## src/rtl/nvwp_pkg.sv

```systemverilog
package nvwp_pkg;

  // Outcome of the qualification stage for one cycle.
  typedef enum logic [1:0] {
    DEC_IDLE   = 2'd0,   // no request
    DEC_PASS   = 2'd1,   // request forwarded to the array
    DEC_GUARD  = 2'd2,   // refused: region protected
    DEC_SLEEP  = 2'd3    // refused: low-power state
  } nv_dec_e;

  function automatic logic dec_refused(input nv_dec_e d);
    return (d == DEC_GUARD) || (d == DEC_SLEEP);
  endfunction

endpackage

```

## src/rtl/nvwp_cfg.sv

```systemverilog
module nvwp_cfg #(
  parameter int NUM_BLK = 8
) (
  input  logic               clk,
  input  logic               rst,
  input  logic               prot_we,
  input  logic [NUM_BLK-1:0] prot_wdata,
  input  logic               lock_we,
  input  logic               lock_wdata,
  output logic [NUM_BLK-1:0] prot_q,
  output logic               locked_q
);

  // Mask register: writable only while the lock is open (old lock value).
  always_ff @(posedge clk) begin
    if (rst) begin
      prot_q <= '0;
    end else if (prot_we && !locked_q) begin
      prot_q <= prot_wdata;
    end
  end

  // One-way lock: software may set it, only reset clears it.
  always_ff @(posedge clk) begin
    if (rst) begin
      locked_q <= 1'b0;
    end else if (lock_we && lock_wdata) begin
      locked_q <= 1'b1;
    end
  end

endmodule

```

## src/rtl/nvwp_qual.sv

```systemverilog
module nvwp_qual
  import nvwp_pkg::*;
#(
  parameter int ADDR_W  = 8,
  parameter int BLK_W   = 5,
  parameter int NUM_BLK = 2 ** (ADDR_W - BLK_W)
) (
  input  logic               rst,
  input  logic               wr_req,
  input  logic [ADDR_W-1:0]  wr_addr,
  input  logic [NUM_BLK-1:0] prot_q,
  input  logic               lowpwr,
  input  logic               hv_override,
  output nv_dec_e            dec
);

  localparam int IDX_W = ADDR_W - BLK_W;

  logic [IDX_W-1:0]   region;
  logic [NUM_BLK-1:0] hit;
  logic               guarded;

  assign region = wr_addr[ADDR_W-1:BLK_W];

  // One-hot region decode, one comparator per region.
  for (genvar i = 0; i < NUM_BLK; i++) begin : g_region
    assign hit[i] = (region == IDX_W'(i));
  end

  assign guarded = |(hit & prot_q);

  always_comb begin
    if (rst || !wr_req) begin
      dec = DEC_IDLE;
    end else if (lowpwr) begin
      dec = DEC_SLEEP;
    end else if (guarded && !hv_override) begin
      dec = DEC_GUARD;
    end else begin
      dec = DEC_PASS;
    end
  end

endmodule

```

## src/rtl/nvwp_out.sv

```systemverilog
module nvwp_out
  import nvwp_pkg::*;
#(
  parameter int ADDR_W = 8,
  parameter int DATA_W = 8
) (
  input  logic              clk,
  input  logic              rst,
  input  nv_dec_e           dec,
  input  logic [ADDR_W-1:0] wr_addr,
  input  logic [DATA_W-1:0] wr_data,
  input  logic              wr_erase,
  input  logic              viol_clr,
  output logic              pgm_stb,
  output logic [ADDR_W-1:0] pgm_addr,
  output logic [DATA_W-1:0] pgm_data,
  output logic              pgm_erase,
  output logic              viol
);

  // Strobe and its payload, registered together.
  always_ff @(posedge clk) begin
    if (rst) begin
      pgm_stb   <= 1'b0;
      pgm_addr  <= '0;
      pgm_data  <= '0;
      pgm_erase <= 1'b0;
    end else begin
      pgm_stb <= (dec == DEC_PASS);
      if (dec == DEC_PASS) begin
        pgm_addr  <= wr_addr;
        pgm_data  <= wr_data;
        pgm_erase <= wr_erase;
      end
    end
  end

  // Sticky flag, a new refusal wins over a clear in the same cycle.
  always_ff @(posedge clk) begin
    if (rst) begin
      viol <= 1'b0;
    end else if (dec_refused(dec)) begin
      viol <= 1'b1;
    end else if (viol_clr) begin
      viol <= 1'b0;
    end
  end

endmodule

```

## src/rtl/nvwp_gate.sv

```systemverilog
module nvwp_gate
  import nvwp_pkg::*;
#(
  parameter int ADDR_W  = 8,
  parameter int DATA_W  = 8,
  parameter int BLK_W   = 5,
  parameter int NUM_BLK = 2 ** (ADDR_W - BLK_W)
) (
  input  logic               clk,
  input  logic               rst,
  input  logic               wr_req,
  input  logic [ADDR_W-1:0]  wr_addr,
  input  logic [DATA_W-1:0]  wr_data,
  input  logic               wr_erase,
  input  logic               prot_we,
  input  logic [NUM_BLK-1:0] prot_wdata,
  input  logic               lock_we,
  input  logic               lock_wdata,
  input  logic               viol_clr,
  input  logic               lowpwr,
  input  logic               hv_override,
  output logic               pgm_stb,
  output logic [ADDR_W-1:0]  pgm_addr,
  output logic [DATA_W-1:0]  pgm_data,
  output logic               pgm_erase,
  output logic               viol,
  output logic [NUM_BLK-1:0] prot_q,
  output logic               locked_q
);

  nv_dec_e dec;

  nvwp_cfg #(.NUM_BLK(NUM_BLK)) u_cfg (
    .clk        (clk),
    .rst        (rst),
    .prot_we    (prot_we),
    .prot_wdata (prot_wdata),
    .lock_we    (lock_we),
    .lock_wdata (lock_wdata),
    .prot_q     (prot_q),
    .locked_q   (locked_q)
  );

  nvwp_qual #(.ADDR_W(ADDR_W), .BLK_W(BLK_W), .NUM_BLK(NUM_BLK)) u_qual (
    .rst         (rst),
    .wr_req      (wr_req),
    .wr_addr     (wr_addr),
    .prot_q      (prot_q),
    .lowpwr      (lowpwr),
    .hv_override (hv_override),
    .dec         (dec)
  );

  nvwp_out #(.ADDR_W(ADDR_W), .DATA_W(DATA_W)) u_out (
    .clk       (clk),
    .rst       (rst),
    .dec       (dec),
    .wr_addr   (wr_addr),
    .wr_data   (wr_data),
    .wr_erase  (wr_erase),
    .viol_clr  (viol_clr),
    .pgm_stb   (pgm_stb),
    .pgm_addr  (pgm_addr),
    .pgm_data  (pgm_data),
    .pgm_erase (pgm_erase),
    .viol      (viol)
  );

endmodule

```

## config.mk

```make
export PLATFORM = sky130hd
export DESIGN_NAME = nvwp_gate
export DESIGN_NICKNAME = d
export VERILOG_FILES = /design/src/rtl/nvwp_pkg.sv /design/src/rtl/nvwp_cfg.sv /design/src/rtl/nvwp_qual.sv /design/src/rtl/nvwp_out.sv /design/src/rtl/nvwp_gate.sv
export SDC_FILE = /design/constraint.sdc
export NUM_CORES = 1
export LEC_CHECK = 0
export CAP_MARGIN = 0
export CORE_ASPECT_RATIO = 0.8
export CORE_MARGIN = 10
export CORE_UTILIZATION = 31
export CTS_BUF_LIST = sky130_fd_sc_hd__clkbuf_16
export DETAILED_ROUTE_END_ITERATION = 16
export SLEW_MARGIN = 20
export SYNTH_ARGS = -nofsm -noshare
export SYNTH_HDL_FRONTEND = slang
export SYNTH_HIERARCHICAL = 1
export SYNTH_SLANG_ARGS = --single-unit
```

## constraint.sdc

```tcl
create_clock -name clk -period 2.7 [get_ports clk]
set_clock_uncertainty 0.1 [all_clocks]
set_input_delay 0.81 -clock clk [delete_from_list [all_inputs] [get_ports clk]]
set_output_delay 0.81 -clock clk [all_outputs]
set_load 0.02 [all_outputs]
```

==> flow_summary.yaml <==
final_layout:
  fin_util: 0.508
  layout_commonest_cell: "clkdlybuf4s50_1"
  layout.cells.most_common_list: "59 x clkdlybuf4s50_1, 28 x dfxtp_1, 26 x nand2b_1, 19 x nand4bb_1, 15 x o21ai_1"
  finish.net_count: 231
  fillerInstances: 393
  post_route_cells_drive_above_1_share: 0.118
  diodes: 0
  fin_area_sq_mm: 0.00213
  syn_to_final_growth_pct: 58.0
  final_cells: 252
global_route:
  grt_max_degree: 54
  vias_in_the_first_global_route: 1221
  grt_pass1_wl_mm: 6.49
  grt_remaining_overflow: 0
  groute.layer.met2.usage: 0.185
  groute.usage.overall: 0.106
  use_met3: 0.0282
  grt.busiest_layer: "met2"
  gr-usage-met1: 0.126
  initial_antenna_violation_count: 0
min_path:
  worst_hold_path_type: "reg2reg"
  worstHoldEndpoint: "u_out/pgm_data[3]"
  min_path_cells: 2
  hold_path_startpoint: "u_out/pgm_data[3]"
logic_synthesis:
  synth.avg_cell_area_sq_um: 10.3
  synth_fp_nets: 165
  synthCells: 131
  synth_sequential_area_ratio: 0.415
  synth.cell_area_sq_mm: 0.00135
  yosys_register_bits: 28
  synth-warning-count: 6
  ys_types: 21
place:
  dp.cells: 248
  place_hpwl_mm: 3.10
  finalWeightedCongestion: 0.805
  port_buffer_count: 61
  dpl_cell_area_sq_mm: 0.00204
timing:
  finalSetupViolations: 0
  worst_pin_slew_ps: 397
  grt_setup_unrepaired: "no"
  slew_headroom: 0.735
  layout_worst_path_cycle_share: 0.949
  achievable-frequency_mhz: 390
  final_critical_delay_including_setup_and_external_delays_ps: 2560
  fin_hold_ws_ps: 368
  slew_viol_final: 0
  final-hold-violation-count: 0
clock_network:
  numClockSinks: 28
  cts_tree: "built"
  cts.path.max_buffers: 2
  hold_buffers: 0
  cts_made_buffers: 3
  ctsHtreeMaxLevel: 1
  cts_root_buf: "clkbuf_16"
  cts_clock_pin_slew_for_the_worst_setup_and_hold_paths_ps: 60
  insertion_delay_ps: 260
floorplan:
  floorplan_die_area_sq_mm: 0.00742
  core-area_sq_mm: 0.00420
  num_io_pins: 62
  dieHeight_um: 79.1
  placement_rows: 21
  die-width_um: 93.8
  floorplan.initialDensity: 0.321
worst_setup_path:
  crit_path_start_kind: "input port"
  timing.critical_path.arrival_ps: 2600
  reg2reg_to: "u_out/pgm_data[7]"
  r2r-start: "u_cfg/prot_q[7]"
  cp_data_required_time_ps: 2740
  critical_path_peak_fanout: 18
  setup.worst_path.class: "in2reg"
  regToRegSetupSlack_ps: 620
  reg2regPathDepth: 5
  crit_path_end_kind: "register"
run_status:
  result_of_the_run: "complete, no violations"
routing:
  drt-wirelength-per-cell_um: 16.1
  avgViaCountPerCell: 4.82
  drt_drc_violations_left: 0
  totalWireLength_mm: 4.05
  drtIter0Drc: 61
  drt_pass1_iterations: 4
  detailroute.via_count: 1215
  final_antenna_net_count: 0
power_and_ir_drop:
  power.total_uw: 999
  power.density_mw_per_mm2: 468
  worst_ir_drop_vdd_mv: 0.353
  cellLeakagePower_nw: 0.740
run:
  max_cap_violation_count: 0
state kept, by name, summed over array words and instances, names as in the netlist:
register         cells
u_cfg/locked_q       1
u_cfg/prot_q         8
u_out/pgm_addr       8
u_out/pgm_data       8
u_out/pgm_erase      1
u_out/pgm_stb        1
u_out/viol           1
synthesized netlist by cell type (all sizes together):
cell     number  share of area
mux2i         2          0.015
or4bb         6          0.050
a21oi         3          0.011
o311a         1         0.0074
and2b         2          0.015
buf           2          0.011
nor2          3         0.0083
nand4bb      19           0.16
a221o         1         0.0074
dfxtp        28           0.41
mux4          1          0.019
o21ai        25           0.11
nand2b       26           0.12
nor2b         2         0.0093
inv           4          0.011
clkbuf        5          0.015
o311ai        1          0.012
worst max-delay path by stage:
stage               startpoint           endpoint  slack, ps  cells after the start
floorplan           wr_addr[5]  u_out/pgm_addr[3]        250                      5
global placement    wr_addr[5]  u_out/pgm_addr[7]       -340                      6
detailed placement  wr_addr[5]  u_out/pgm_data[7]       -410                      6
CTS                 wr_addr[6]      u_out/pgm_stb        130                      6
global route        wr_addr[6]      u_out/pgm_stb         50                      6
finish              wr_addr[6]      u_out/pgm_stb        140                      6
cells by family after synthesis:
logic type,share of synthesized area
and+or+nand+nor,0.361
AOI/OAI and AO/OA,0.153
DFF,0.415
buffers and inverters,0.0370
muxes,0.0343
metrics by stage:
| stage | setup slack (ps) | TNS, ps |
|---|---|---|
| 2_1_floorplan | 255 | 0 |
| 3_3_place_gp | -345 | -6030 |
| 3_5_place_dp | -413 | -7160 |
| 4_1_cts | 127 | 0 |
| 5_1_grt | 51.1 | 0 |
| 6_report | 137 | 0 |
layout make-up:
class / count / area (sq um) / share of cell area
multi-input combinational: 93 / 759 / 0.356
timing repair buffer: 67 / 653 / 0.306
sequential: 28 / 561 / 0.263
clock buffer: 3 / 75.1 / 0.0352
tap: 57 / 71.3 / 0.0334
inverter: 4 / 15.0 / 0.00703
what timing repair did:
| item | in CTS | in global routing |
|---|---|---|
| gates resized for setup | 6 | 0 |
| setup endpoints to repair | 18 | 0 |
| buffers inserted | 0 | 0 |
power breakdown:
group,total (mW),switching [mW],internal (mW)
clock,0.323,0.127,0.196
combinational,0.223,0.0969,0.126
sequential,0.454,0.0174,0.436
critical path, stage by stage:
cell and delay (ps):
clkdlybuf4s50_1 530, nor2b_1 60, a221o_1 370, o311a_1 410, and2b_4 270, nor2b_1 140
metal layers:
metal	wire, um	vias to the layer above
met5	0	-
met4	23	0
met3	161	2
met2	2060	23
met1	1800	580
li1	-	610
(Power assumes the default switching activity.)
